==> config.mk <==
export PLATFORM = sky130hd
export DESIGN_NAME = rstctl_csr
export DESIGN_NICKNAME = d
export VERILOG_FILES = /design/src/rtl/rstctl_pkg.sv /design/src/rtl/rstctl_decode.sv /design/src/rtl/rstctl_porcnt.sv /design/src/rtl/rstctl_status.sv /design/src/rtl/rstctl_csr.sv
export SDC_FILE = /design/constraint.sdc
export NUM_CORES = 1
export LEC_CHECK = 0
export BUFFER_PORTS_ARGS = -buffer_cell sky130_fd_sc_hd__buf_2
export CAP_MARGIN = 20
export CORE_MARGIN = 2
export CORE_UTILIZATION = 33
export CTS_CLUSTER_SIZE = 8
export DETAILED_ROUTE_END_ITERATION = 7
export MAX_ROUTING_LAYER = met4
export PLACE_DENSITY = 0.78
export SKIP_CTS_REPAIR_TIMING = 1
export SLEW_MARGIN = 5
export SYNTH_ARGS = -nofsm -noshare
export SYNTH_HDL_FRONTEND = slang
export SYNTH_SLANG_ARGS = --single-unit
==> constraint.sdc <==
create_clock -name clk -period 1.6 [get_ports clk]
set_input_delay 0 -clock clk [delete_from_list [all_inputs] [get_ports clk]]
set_output_delay 0 -clock clk [all_outputs]
set_load 0.01 [all_outputs]
==> src/rtl/rstctl_pkg.sv <==
package rstctl_pkg;

    localparam int unsigned REG_W = 32;

    localparam int unsigned BIT_POR      = 31;
    localparam int unsigned BIT_SOFT_POR = 30;
    localparam int unsigned BIT_SOFT_XIR = 29;

    localparam logic [REG_W-1:0] LIVE_MASK = 32'hF800_0000;
    localparam logic [REG_W-1:0] W1C_MASK  = 32'h9800_0000;
    localparam logic [REG_W-1:0] W1S_MASK  = 32'h6000_0000;
    localparam logic [REG_W-1:0] POR_VALUE = 32'h8000_0000;

    typedef struct packed {
        logic             upd;
        logic [REG_W-1:0] clr_bits;
        logic [REG_W-1:0] set_bits;
        logic             soft_por;
        logic             soft_xir;
    } wr_cmd_t;

    function automatic logic [REG_W-1:0] apply_write(input logic [REG_W-1:0] cur,
                                                     input wr_cmd_t c);
        return (cur & ~c.clr_bits) | c.set_bits;
    endfunction

endpackage

==> src/rtl/rstctl_decode.sv <==
module rstctl_decode
    import rstctl_pkg::*;
#(
    parameter int unsigned     ADDR_W    = 16,
    parameter logic [ADDR_W-1:0] BASE_ADDR = 16'hF020
) (
    input  logic              bus_wr,
    input  logic [ADDR_W-1:0] bus_addr,
    input  logic [REG_W-1:0]  bus_wdata,
    input  logic              sys_rst_evt,
    output wr_cmd_t           cmd,
    output logic              rd_sel
);
    logic             win_hit;
    logic             wr_hit;
    logic [REG_W-1:0] kept;
    logic             unused_addr_lsb;

    assign unused_addr_lsb = ^bus_addr[1:0];

    assign win_hit = (bus_addr[ADDR_W-1:3] == BASE_ADDR[ADDR_W-1:3]);
    assign rd_sel  = win_hit & bus_addr[2];
    assign wr_hit  = bus_wr & rd_sel & ~sys_rst_evt;
    assign kept    = bus_wdata & LIVE_MASK;

    always_comb begin
        cmd          = '0;
        cmd.upd      = wr_hit;
        if (wr_hit) begin
            cmd.clr_bits = kept & W1C_MASK;
            cmd.set_bits = kept & W1S_MASK;
            cmd.soft_por = kept[BIT_SOFT_POR];
            cmd.soft_xir = ~kept[BIT_SOFT_POR] & kept[BIT_SOFT_XIR];
        end
    end

endmodule

==> src/rtl/rstctl_porcnt.sv <==
module rstctl_porcnt #(
    parameter int unsigned CNT_W = 4
) (
    input  logic             clk,
    input  logic             rst,
    input  logic             sys_rst_evt,
    input  logic             cnt_clr,
    output logic [CNT_W-1:0] cnt_q,
    output logic             first_rst
);
    localparam logic [CNT_W-1:0] CNT_MAX = '1;

    assign first_rst = (cnt_q == '0);

    always_ff @(posedge clk) begin
        if (rst) begin
            cnt_q <= '0;
        end else if (sys_rst_evt) begin
            if (cnt_q != CNT_MAX) begin
                cnt_q <= cnt_q + 1'b1;
            end
        end else if (cnt_clr) begin
            cnt_q <= '0;
        end
    end

endmodule

==> src/rtl/rstctl_status.sv <==
module rstctl_status
    import rstctl_pkg::*;
(
    input  logic             clk,
    input  logic             rst,
    input  logic             sys_rst_evt,
    input  logic             first_rst,
    input  wr_cmd_t          cmd,
    input  logic             rd_sel,
    output logic [REG_W-1:0] status_q,
    output logic [REG_W-1:0] bus_rdata,
    output logic             soft_rst_req
);
    always_ff @(posedge clk) begin
        if (rst) begin
            status_q <= '0;
        end else if (sys_rst_evt) begin
            if (first_rst) begin
                status_q <= POR_VALUE;
            end
        end else if (cmd.upd) begin
            status_q <= apply_write(status_q, cmd);
        end
    end

    always_ff @(posedge clk) begin
        if (rst) begin
            soft_rst_req <= 1'b0;
        end else begin
            soft_rst_req <= cmd.soft_por | cmd.soft_xir;
        end
    end

    assign bus_rdata = rd_sel ? status_q : '0;

endmodule

==> src/rtl/rstctl_csr.sv <==
module rstctl_csr
    import rstctl_pkg::*;
#(
    parameter int unsigned       ADDR_W    = 16,
    parameter logic [ADDR_W-1:0] BASE_ADDR = 16'hF020,
    parameter int unsigned       CNT_W     = 4
) (
    input  logic              clk,
    input  logic              rst,
    input  logic              bus_wr,
    input  logic [ADDR_W-1:0] bus_addr,
    input  logic [31:0]       bus_wdata,
    output logic [31:0]       bus_rdata,
    input  logic              sys_rst_evt,
    output logic              soft_rst_req
);
    wr_cmd_t          cmd;
    logic             rd_sel;
    logic             first_rst;
    logic [CNT_W-1:0] cnt_q;
    logic [REG_W-1:0] status_q;

    rstctl_decode #(
        .ADDR_W   (ADDR_W),
        .BASE_ADDR(BASE_ADDR)
    ) u_decode (
        .bus_wr     (bus_wr),
        .bus_addr   (bus_addr),
        .bus_wdata  (bus_wdata),
        .sys_rst_evt(sys_rst_evt),
        .cmd        (cmd),
        .rd_sel     (rd_sel)
    );

    rstctl_porcnt #(
        .CNT_W(CNT_W)
    ) u_porcnt (
        .clk        (clk),
        .rst        (rst),
        .sys_rst_evt(sys_rst_evt),
        .cnt_clr    (cmd.soft_por),
        .cnt_q      (cnt_q),
        .first_rst  (first_rst)
    );

    rstctl_status u_status (
        .clk         (clk),
        .rst         (rst),
        .sys_rst_evt (sys_rst_evt),
        .first_rst   (first_rst),
        .cmd         (cmd),
        .rd_sel      (rd_sel),
        .status_q    (status_q),
        .bus_rdata   (bus_rdata),
        .soft_rst_req(soft_rst_req)
    );

endmodule

# --- Yosys cells after proc, flatten, opt, wreduce, memory -nomap -nowiden ---
# Index checks and enable logic that the tools add are counted.
word_totals:
  ff_bits: 37
  inputBits: 52
  out_inout_bits: 33
  wordCells: 31
classes:
  addsub: 1
  eq_ne: 4
  n_mux: 8
  bitwise: 10
  n_reduce_logical: 5
ops:
  columns: ["cell", "n"]
  rows:
  - ["2-to-1 mux 32 bit", 4]
  - ["2-to-1 mux 66 bit", 1]
  - ["AND 32 bit", 1]
  - ["NOT 32 bit", 1]
  - ["OR 32 bit", 1]
  - ["equality test 13 bit, second input constant", 1]
  - ["2-to-1 mux 4 bit", 3]
  - ["adder 4 x 1 -> 4 bit, second input constant", 1]
  - ["AND 1 bit", 4]
  - ["zero test 4 bit", 1]
  - ["inequality test 2 x 1 -> 1 bit, second input constant", 2]
  - ["inequality test 4 bit, second input constant", 1]
  - ["AND reduction 2 bit", 2]
  - ["nonzero test 2 bit", 2]
  - ["NOT 1 bit", 2]
  - ["OR 1 bit", 1]

# --- Longest topological paths before layout ---
logic_depth:
  ltp_word: 10
  depth_mapped: 6
  depth_no_buf: 6

# --- Cells and area by module ---
# A second synthesis with hierarchy kept.
unflattened:
  hier_cells: 314
  area_unflattened_um2: 2446.1
modules_own_cells:
  columns: ["module", "instances", "cells_per_inst", "area_each_um2", "seq_area_each_um2"]
  rows:
  - ["rstctl_status", 1, 214, 1627.8, 660.6]
  - ["rstctl_decode", 1, 76, 590.6, 0.0]
  - ["rstctl_porcnt", 1, 24, 227.7, 80.1]

# --- Least setup slack after synthesis ---
# No wires, ideal clock.
synth_path:
  path_kind: "in2reg"
  startpoint: "in bus_addr[8]"
  endpoint: "reg u_porcnt.cnt_q[2]"
  setup_ns: 0.117
  arrival_time_ns: 1.252
  required_time_ns: 1.483
  setup_slack_ns: 0.231
  cell_stages: 4
  path_buffers: 0
  path_cell_list: "or4_4 -> nor4_4 -> a211oi_1 -> a22o_1"
synth_via:
  elab_chain_cells: 7
synth_rtl:
  columns: ["element", "line_no", "rtl"]
  rows:
  - ["from (decl)", "rstctl_csr.sv:11", "input logic [ADDR_W-1:0] bus_addr,"]
  - ["equality test 13 bit", "rstctl_decode.sv:21", "assign win_hit = (bus_addr[ADDR_W-1:3] == BASE_ADDR[ADDR_W-1:3]);"]
  - ["AND 1 bit", "rstctl_decode.sv:22", "assign rd_sel = win_hit & bus_addr[2];"]
  - ["AND 1 bit (2 in series)", "rstctl_decode.sv:23", "assign wr_hit = bus_wr & rd_sel & ~sys_rst_evt;"]
  - ["2-to-1 mux 66 bit", "rstctl_decode.sv:29", "if (wr_hit) begin"]
  - ["nonzero test 2 bit (no source line)", null, null]
  - ["AND reduction 2 bit (no source line)", null, null]
  - ["to (signal assigned)", "rstctl_porcnt.sv:20", "cnt_q <= cnt_q + 1'b1;"]
  - ["to (decl)", "rstctl_porcnt.sv:8", "output logic [CNT_W-1:0] cnt_q,"]
# Every way passes these cells.
# A chain may end at the register's enable or synchronous reset.

# --- Worst setup path in the final report ---
layout_path:
  startpoint: "reg u_porcnt.cnt_q[0]"
  endpoint: "reg u_status.status_q[31]"
layout_via:
  elab_chain_cells: 3
layout_rtl:
  columns: ["element", "line_no", "rtl"]
  rows:
  - ["zero test 4 bit", "rstctl_porcnt.sv:13", "assign first_rst = (cnt_q == '0);"]
  - ["inequality test 2 x 1 -> 1 bit (no source line)", null, null]
  - ["AND reduction 2 bit (no source line)", null, null]
  - ["to (signal assigned)", "rstctl_status.sv:22", "status_q <= apply_write(status_q, cmd);"]
  - ["to (decl)", "rstctl_status.sv:10", "output logic [REG_W-1:0] status_q,"]
# Every way passes these cells.

==> impl_metrics.toml <==
[setup_path]
critPathSlowestCell = "dfxtp_1"
arrival_ns = 1.60
cp.required_ns = 1.79
startpoint_type = "flip-flop"
critPathMaxFanout = 4
cp-end-kind = "flip-flop"
path_cells = "inv_1, ha_1, nor4bb_2, buf_4, and3b_1, nor3_1"
criticalPathCategory = "reg2reg"
max_stage_delay_ns = 0.33

[floorplan]
rows = 17
dieArea_sq_um = 2630
core_sq_um = 2170
die_h_um = 51.3
ios = 85
start_util_pct = 34.0
die_w_um = 51.3

[status]
status = "completed"

[power_and_ir_drop]
leakage_nw = 0.467
power_mw = 0.530
p_per_area_nw_per_um2 = 606
ir_worst_vdd_uv = 340

[placed_design]
dp_slack_ns = 0.0897
place_area_sq_um = 826
placedCellCount = 143
io_buffers = 28
gp_congestion = 0.732
place_hpwl_mm = 1.17

[routing]
wirelength_mm = 1.40
dr_total_vias = 609
detail_route.wl_per_cell_um = 9.44
firstDrtPassIters = 4
remaining_drc_errors = 0
drt_iter0_markers = 1
vias_per_cell = 4.11
ant_nets = 0

[clock_network]
cts_sinks = 10
cts_tree = "done"
clockBufferDepth = 2
htreeDepth = 1
clkSlewWorstSetupHoldPaths_ns = 0.07
cts_buffers = 3
clk_latency_ns = 0.27
root_buffer = "clkbuf_4"

[finish]
fin_util_pct = 40.3
nNetsFinal = 176
layout-drive-gt1-share_pct = 31.7
stdcell_count = 148
nFillCells = 230
area_growth_pct = 18.7
antennaDiodeCount = 0
final_area_sq_um = 875

[global_route]
grt_pass1_vias = 546
grt_use_total_pct = 11.6
grt_max_degree = 10
grt_pass1_wl_mm = 2.19
antenna_found_initial = 0
overflow = 0

[sta]
setup_viol = 0
finalCritPeriodShare_pct = 88.3
rsz0062_at_grt = "no"
hold_violations = 0
skew_ns = 0.00703
clock.fmax_mhz = 708
setup_ws_ns = 0.187
maxSlewViolCount = 0
finalCriticalPeriod_ns = 1.41
timing.hold.ws_ns = 0.00847
setup-tns-final_ns = 0

[synth]
syn_area_sq_um = 737
synth_seq_cells = 10
yosysUniqueCellTypes = 33
yosysWarnings = 0
avgSynthCellArea_sq_um = 8.57
yosysSeqAreaShare_pct = 27.2
synth_cells = 86

[hold_path]
worst_hold_path_type = "in2reg"

[job]
max-cap-violations = 0
cells in the final DEF, fill, tap and decap left out, drive strengths merged, types with 2 or more instances in the layout:
cell	count
nor3	2
inv	3
nor4	2
dfxtp	10
buf	31
ha	2
nand2	3
clkbuf	3
dlygate4sd3	2
nor2	3
nand3	3
a21oi	4
conb	27
and2	6
logic make-up after synthesis:
kind of cell / count (synthesis) / synth area share [%]
AND/OR/NAND/NOR: 29 / 27.2
buffers and inverters: 31 / 29.5
flip-flops: 10 / 27.2
other: 1 / 0.509
XOR/XNOR: 1 / 1.19
adder cells (fa/ha/maj): 2 / 3.40
AO/OA/AOI/OAI: 12 / 11.0
path summary, 6_finish.rpt:
path	start	end	slack (ns)	cells past startpoint
worst max register to register	u_porcnt.cnt_q[0]	u_status.status_q[31]	0.19	6
worst max-delay path	u_porcnt.cnt_q[0]	u_status.status_q[31]	0.19	6
worst min register to register	u_status.status_q[27]	u_status.status_q[27]	0.44	2
worst min-delay path	rst	u_porcnt.cnt_q[0]	0.008	2
state kept, by name, summed over array words and instances (netlist names):
signal / flops
u_status.status_q: 5
u_porcnt.cnt_q: 4
u_status.soft_rst_req: 1
area by class of cell:
class / count / area, sq um / area share (%)
clock buffer: 3 / 22.5 / 2.58
multi-input combinational: 71 / 423 / 48.4
inverter: 3 / 11.3 / 1.29
timing repair buffer: 33 / 183 / 20.9
sequential: 10 / 200 / 22.9
tap: 28 / 35.0 / 4.01
power by group:
group | total, mW | switching [mW] | internal (mW)
clock | 0.172 | 0.0852 | 0.0868
combinational | 0.101 | 0.0602 | 0.0406
sequential | 0.257 | 0.00312 | 0.254
metal layers:
metal	GRT usage [%]	up-vias	wire length [um]
li1	-	311	-
met1	11.3	271	541
met2	20.1	23	753
met3	5.56	4	82
met4	4.39	0	21
met5	-	-	0
Yosys cell counts:
cell type   n  area, sq um
nor4bb_1    1         10.0
nor3_1      2         10.0
a211o_2     1         10.0
or3_1       1         6.26
and2_1      6         37.5
nand2b_1    1         6.26
nand2_1     3         11.3
o21a_1      1         7.51
conb_1      1         3.75
nor4_4      1         21.3
nand4bb_1   1         11.3
a22o_1      1         8.76
inv_1       3         11.3
o21ai_0     1         5.00
nor3b_1     1         7.51
a211oi_1    1         7.51
nand3_1     3         15.0
nor2b_1     1         6.26
a31oi_1     1         6.26
and3b_1     1         8.76
buf_1       1         3.75
nand4b_1    1         8.76
dfxtp_1    10          200
xor2_1      1         8.76
a21o_1      1         7.51
or4_4       1         11.3
nor4_1      1         6.26
o41ai_1     1         8.76
buf_4      27          203
ha_1        2         25.0
or4bb_1     1         11.3
nor2_1      3         11.3
a21oi_1     4         20.0
worst max-delay path, delay by kind of cell (launching register included):
family | cells | cell delay, ns
fa+ha+maj | 1 | 0.15
buf+inv | 2 | 0.28
flops | 1 | 0.33
simple gates | 3 | 0.56
No activity file was read; power rests on OpenSTA's default activity.
